**src/rtl/sd_pkg.sv**
```systemverilog
package sd_pkg;

  localparam int PAT_W      = 4;
  localparam int PROG_W     = $clog2(PAT_W);
  localparam int NUM_STATES = 2 * PAT_W;
  localparam int STATE_W    = $clog2(NUM_STATES);

  // strobes from the pattern datapath to the phase controller
  typedef struct packed {
    logic              complete;
    logic [PROG_W-1:0] nextProg;
  } sdStrobe_t;

  // degenerate words are replaced before use
  function automatic logic [PAT_W-1:0] fixPattern(input logic [PAT_W-1:0] raw);
    if (raw == '0) return {{(PAT_W-1){1'b0}}, 1'b1};
    if (raw == '1) return {1'b0, {(PAT_W-1){1'b1}}};
    return raw;
  endfunction

  // match length after one more bit; seen[i] is the i-th received bit
  function automatic int stepProg(input logic [PAT_W-1:0] pat, input int prog,
                                  input logic bitIn);
    logic [PAT_W-1:0] seen;
    int best;
    int pos;
    logic ok;
    best = 0;
    for (int i = 0; i < PAT_W; i++) seen[i] = (i < prog) ? pat[i] : bitIn;
    for (int k = 1; k <= PAT_W; k++) begin
      if (k <= prog + 1) begin
        ok = 1'b1;
        for (int j = 0; j < PAT_W; j++) begin
          if (j < k) begin
            pos = prog + 1 - k + j;
            if (seen[pos] != pat[j]) ok = 1'b0;
          end
        end
        if (ok) best = k;
      end
    end
    return best;
  endfunction

  // state index -> stored code (forward or backward Gray count)
  function automatic logic [STATE_W-1:0] encodeState(input int idx, input bit down);
    int n;
    logic [STATE_W-1:0] v;
    n = down ? ((NUM_STATES - idx) % NUM_STATES) : idx;
    v = STATE_W'(n);
    return v ^ (v >> 1);
  endfunction

endpackage

```
**src/rtl/sd_pattern_unit.sv**
```systemverilog
module sd_pattern_unit
  import sd_pkg::*;
#(
  parameter int                 CONST_W   = 10,
  parameter logic [CONST_W-1:0] PAT_CONST = 10'd317
) (
  input  logic              phase,
  input  logic [PROG_W-1:0] prog,
  input  logic              bitIn,
  output sdStrobe_t         strobe
);

  localparam logic [PAT_W-1:0] SET_PAT = fixPattern(PAT_CONST[PAT_W-1:0]);
  localparam logic [PAT_W-1:0] CLR_PAT = fixPattern(PAT_CONST[2*PAT_W-1:PAT_W]);

  logic [PROG_W:0] nextTbl [NUM_STATES][2];
  logic [PROG_W:0] sel;

  // next match length for every (phase, position, bit), built at elaboration
  for (genvar ph = 0; ph < 2; ph++) begin : g_phase
    for (genvar pr = 0; pr < PAT_W; pr++) begin : g_pos
      for (genvar b = 0; b < 2; b++) begin : g_bit
        localparam logic [PAT_W-1:0] WORD = (ph == 1) ? CLR_PAT : SET_PAT;
        localparam int NXT = stepProg(WORD, pr, 1'(b));
        assign nextTbl[ph*PAT_W + pr][b] = (PROG_W+1)'(NXT);
      end
    end
  end

  always_comb begin
    sel             = nextTbl[{phase, prog}][bitIn];
    strobe.complete = (sel == (PROG_W+1)'(PAT_W));
    strobe.nextProg = sel[PROG_W-1:0];
  end

endmodule

```
**src/rtl/sd_phase_ctrl.sv**
```systemverilog
module sd_phase_ctrl
  import sd_pkg::*;
#(
  parameter bit GRAY_DOWN = 1'b0
) (
  input  logic              clk,
  input  logic              runEn,
  input  sdStrobe_t         strobe,
  output logic              phase,
  output logic [PROG_W-1:0] prog,
  output logic              flag
);

  logic [STATE_W-1:0] codeTbl [NUM_STATES];
  logic [STATE_W-1:0] stateQ;
  logic [STATE_W-1:0] idxCur;
  logic [STATE_W-1:0] idxNext;

  for (genvar g = 0; g < NUM_STATES; g++) begin : g_code
    assign codeTbl[g] = encodeState(g, GRAY_DOWN);
  end

  // decode stored code back to {phase, position}
  always_comb begin
    idxCur = '0;
    for (int i = 0; i < NUM_STATES; i++) begin
      if (stateQ == codeTbl[i]) idxCur = STATE_W'(i);
    end
  end

  assign phase = idxCur[STATE_W-1];
  assign prog  = idxCur[PROG_W-1:0];
  assign flag  = phase;

  always_comb begin
    if (strobe.complete) idxNext = {~phase, {PROG_W{1'b0}}};
    else                 idxNext = {phase, strobe.nextProg};
  end

  always_ff @(posedge clk) begin
    if (!runEn) stateQ <= codeTbl[0];
    else        stateQ <= codeTbl[idxNext];
  end

endmodule

```
**src/rtl/sd_setclear_detector.sv**
```systemverilog
module sd_setclear_detector
  import sd_pkg::*;
#(
  parameter int                 CONST_W   = 10,
  parameter logic [CONST_W-1:0] PAT_CONST = 10'd317,
  parameter bit                 GRAY_DOWN = 1'b0
) (
  input  logic clk,
  input  logic runEn,
  input  logic serialIn,
  output logic flagOut
);

  sdStrobe_t         strobe;
  logic              phase;
  logic [PROG_W-1:0] prog;

  sd_pattern_unit #(
    .CONST_W  (CONST_W),
    .PAT_CONST(PAT_CONST)
  ) u_pattern (
    .phase (phase),
    .prog  (prog),
    .bitIn (serialIn),
    .strobe(strobe)
  );

  sd_phase_ctrl #(
    .GRAY_DOWN(GRAY_DOWN)
  ) u_ctrl (
    .clk   (clk),
    .runEn (runEn),
    .strobe(strobe),
    .phase (phase),
    .prog  (prog),
    .flag  (flagOut)
  );

endmodule

```
**config.mk**
```make
export PLATFORM = sky130hd
export DESIGN_NAME = sd_setclear_detector
export DESIGN_NICKNAME = d
export VERILOG_FILES = /design/src/rtl/sd_pkg.sv /design/src/rtl/sd_pattern_unit.sv /design/src/rtl/sd_phase_ctrl.sv /design/src/rtl/sd_setclear_detector.sv
export SDC_FILE = /design/constraint.sdc
export NUM_CORES = 1
export LEC_CHECK = 0
export BUFFER_PORTS_ARGS = -buffer_cell sky130_fd_sc_hd__buf_4
export CAP_MARGIN = 20
export CORE_AREA = 3 3 40 42
export CTS_CLUSTER_DIAMETER = 30
export DETAILED_ROUTE_END_ITERATION = 12
export DIE_AREA = 0 0 43 45
export PLACE_DENSITY_LB_ADDON = 0.2
export SETUP_SLACK_MARGIN = 0.05
export SYNTH_ARGS = -nofsm -noshare
export SYNTH_HDL_FRONTEND = slang
export SYNTH_SLANG_ARGS = --single-unit
```
**constraint.sdc**
```tcl
create_clock -name clk -period 2.97 [get_ports clk]
set_input_delay 0.1485 -clock clk [delete_from_list [all_inputs] [get_ports clk]]
set_output_delay 0.1485 -clock clk [all_outputs]
set_load 0.01 [all_outputs]
```
==> flow_summary.json <==
{
  "antenna_found_initial": 0,
  "detailed_place_hpwl_microns": 434,
  "synth_compound_area_share_pct": 18.2,
  "p_int_mw": 0.132,
  "yosysTopAreaCell": "dfxtp_1",
  "synth_top_area_share_pct": 20.8,
  "dieArea_sq_mm": 0.00194,
  "pwr-share-clk_pct": 36.0,
  "seq_power_share_pct": 27.0,
  "syn-instance-count": 33,
  "routed_wl_microns": 528,
  "cts_buffers": 3,
  "synth_area_per_cell_sq_um": 8.76,
  "ios": 4,
  "slew_headroom_pct": 78.3,
  "via_count": 224,
  "h-tree-depth": 1,
  "yosys.area_share.simple_pct": 22.9,
  "portBuffers": 3,
  "drv_cap": 0,
  "drt_iter0_drc": 5,
  "synth_cell_type_count": 19,
  "yosysMostFrequentCell": "ha_1",
  "area_growth_pct": 19.5,
  "status": "completed",
  "fin_nets": 46,
  "seqCellArea_sq_um": 60.1,
  "fin_skew_ns": 0.000158,
  "drive_above_1_share_pct": 23.7,
  "clk_pin_slew_ns": 0.04,
  "tightest_slew_ns": 0.326,
  "setup_violations": 0,
  "critPathLaunch": "u_ctrl.stateQ[2]$_SDFF_PN0_",
  "nFillCells": 142,
  "fin_crit_sh_pct": 82.5,
  "reg2reg_slack_ns": 0.52,
  "ys_warn_count": 0,
  "gr-usage-all-layers_pct": 7.91,
  "setup_tns_ns": 0,
  "die_w_microns": 43,
  "p_leak_nw": 0.152,
  "dp_slack_ns": 0.482,
  "fmax_mhz": 408,
  "multi_input_area_sq_um": 210,
  "hp-class": "primary input to flip-flop",
  "clock-root-buffer": "clkbuf_4",
  "first_pass_iters": 2,
  "synth_commonest_cells": "4 x ha_1, 3 x dfxtp_1, 3 x nand2_1, 3 x nor2_1",
  "synth-adder-area-share_pct": 17.3,
  "p_total_mw": 0.198,
  "wl_per_cell_microns": 9.96,
  "postCtsHoldBufs": 0,
  "synth_area_leaders": "dfxtp_1 21%, ha_1 17%, xor2_2 11%, o32ai_2 5.6%, a21boi_0 5.2%",
  "path_max_fanout": 9,
  "hold_violations": 0,
  "syn_nets": 40,
  "antennaDiodeCount": 0,
  "reg_top3": "u_ctrl.stateQ (3)",
  "overflow": 0,
  "r2r-start": "u_ctrl.stateQ[2]$_SDFF_PN0_",
  "tritoncts": "done",
  "netlist_area_sq_um": 289,
  "cts.path.max_buffers": 2,
  "power_switching_mw": 0.0663,
  "powerDensity_mw_per_mm2": 574,
  "vias_per_cell": 4.23,
  "ys_ff_latch": 3,
  "required_ns": 3.11,
  "core_region_area_sq_mm": 0.00128,
  "grt_pass1_wl_microns": 986,
  "grt_max_degree": 10,
  "grt_pass1_vias": 265,
  "insertion_delay_ns": 0.23,
  "cp-start-kind": "flip-flop",
  "rr_endpoint": "u_ctrl.stateQ[1]$_SDFF_PN0_",
  "setup_ws_ns": 0.521,
  "postLayoutCellArea_sq_um": 345,
  "clock_sinks": 3,
  "combinationalPowerShare_pct": 37.0,
  "placed_area_sq_um": 319,
  "yosys.area_share.xor_xnor_pct": 14.3,
  "critPathCapture": "u_ctrl.stateQ[1]$_SDFF_PN0_",
  "largest_register_ffs": 3,
  "gp_congestion": 0.692,
  "rsz0062_at_grt": "no",
  "synth_seq_area_share_pct": 20.8,
  "r2r_cells": 10,
  "row_count": 13,
  "synthFlopType": "dfxtp_1",
  "post_cts_resize_count": 0,
  "synth-edff-count": 0,
  "crit_path_end_kind": "flip-flop",
  "ant_nets": 0,
  "drc": 0,
  "crit_arrival_ns": 2.59,
  "start_util_pct": 22.5,
  "critical_path_class": "flip-flop to flip-flop",
  "fin_util_pct": 26.9,
  "cts_setup_buffers": 0,
  "synth_top_family_by_area": "simple AND/OR/NAND/NOR gates",
  "ir_drop_v": 0.000166,
  "fp.dieH_microns": 45,
  "slew_viol_final": 0,
  "synthMuxAreaShare_pct": 0,
  "synthArstFlopShare_pct": 0,
  "timing.final.crit_period_ns": 2.45,
  "top_register": "u_ctrl.stateQ",
  "switching_share_pct": 33.5
}
==> worst min-delay path by stage <==
stage	startpoint	end	slack [ns]	cells past startpoint
2_1_floorplan	runEn	u_ctrl.stateQ[0]$_SDFF_PN0_	0.27	1
5_1_grt	runEn	u_ctrl.stateQ[0]$_SDFF_PN0_	0.15	2
3_3_place_gp	runEn	u_ctrl.stateQ[0]$_SDFF_PN0_	0.40	2
6_report	runEn	u_ctrl.stateQ[0]$_SDFF_PN0_	0.15	2
4_1_cts	runEn	u_ctrl.stateQ[0]$_SDFF_PN0_	0.15	2
3_5_place_dp	runEn	u_ctrl.stateQ[0]$_SDFF_PN0_	0.40	2
==> logic make-up after synthesis <==
group,Yosys count
AOI/OAI and AO/OA,6
and+or+nand+nor,13
DFF,3
adders and majority gates,4
xor gates and xnor gates,3
buffers and inverters,4
==> critical path, cell delays in order, from the launching register on <==
cell	delay, ns
dfxtp_1	0.50
xor2_2	0.29
xor2_2	0.13
ha_1	0.29
nand2b_1	0.14
o21ai_0	0.10
a22oi_1	0.21
ha_1	0.19
nand2_1	0.08
and2_1	0.17
o32ai_2	0.25
==> stage by stage <==
| stage | hold slack [ns] | std cells |
|---|---|---|
| floorplan | 0.270 | 33 |
| detailed placement | 0.395 | 49 |
| CTS | 0.145 | 53 |
| global route | 0.151 | 53 |
| finish | 0.153 | 53 |
| global placement | 0.399 | 49 |
==> power groups by stage <==
| stage | Sequential [mW] | Combinational, mW | Clock, mW |
|---|---|---|---|
| floorplan | 0.0524 | 0.0601 | 0 |
| detailed placement | 0.0542 | 0.0748 | 0 |
| CTS | 0.0536 | 0.0748 | 0.0757 |
| finish | 0.0535 | 0.0734 | 0.0714 |
| global placement | 0.0539 | 0.0718 | 0 |
| global route | 0.0542 | 0.0867 | 0.0846 |
==> routing by layer <==
layer	track usage [%]	vias up	part of all wire, %
met1	6.27	104	41
li1	-	116	-
met2	11.1	4	57
met4	13.3	0	0
met3	3.98	0	1.7
met5	0	-	0
==> final cells by class <==
type | count | area share (%)
multi-input combinational | 26 | 60.9
inverter | 2 | 2.17
timing repair buffer | 3 | 6.52
sequential | 3 | 17.4
tap | 15 | 5.43
clock buffer | 4 | 7.61
==> cells in the final DEF (no fill, tap or decap), types with 3 or more instances in the layout <==
master    count
ha_1          4
nor2_1        3
nand2_1       3
clkbuf_4      3
buf_4         3
dfxtp_1       3
Note: power is estimated with default switching activity, not from simulation.
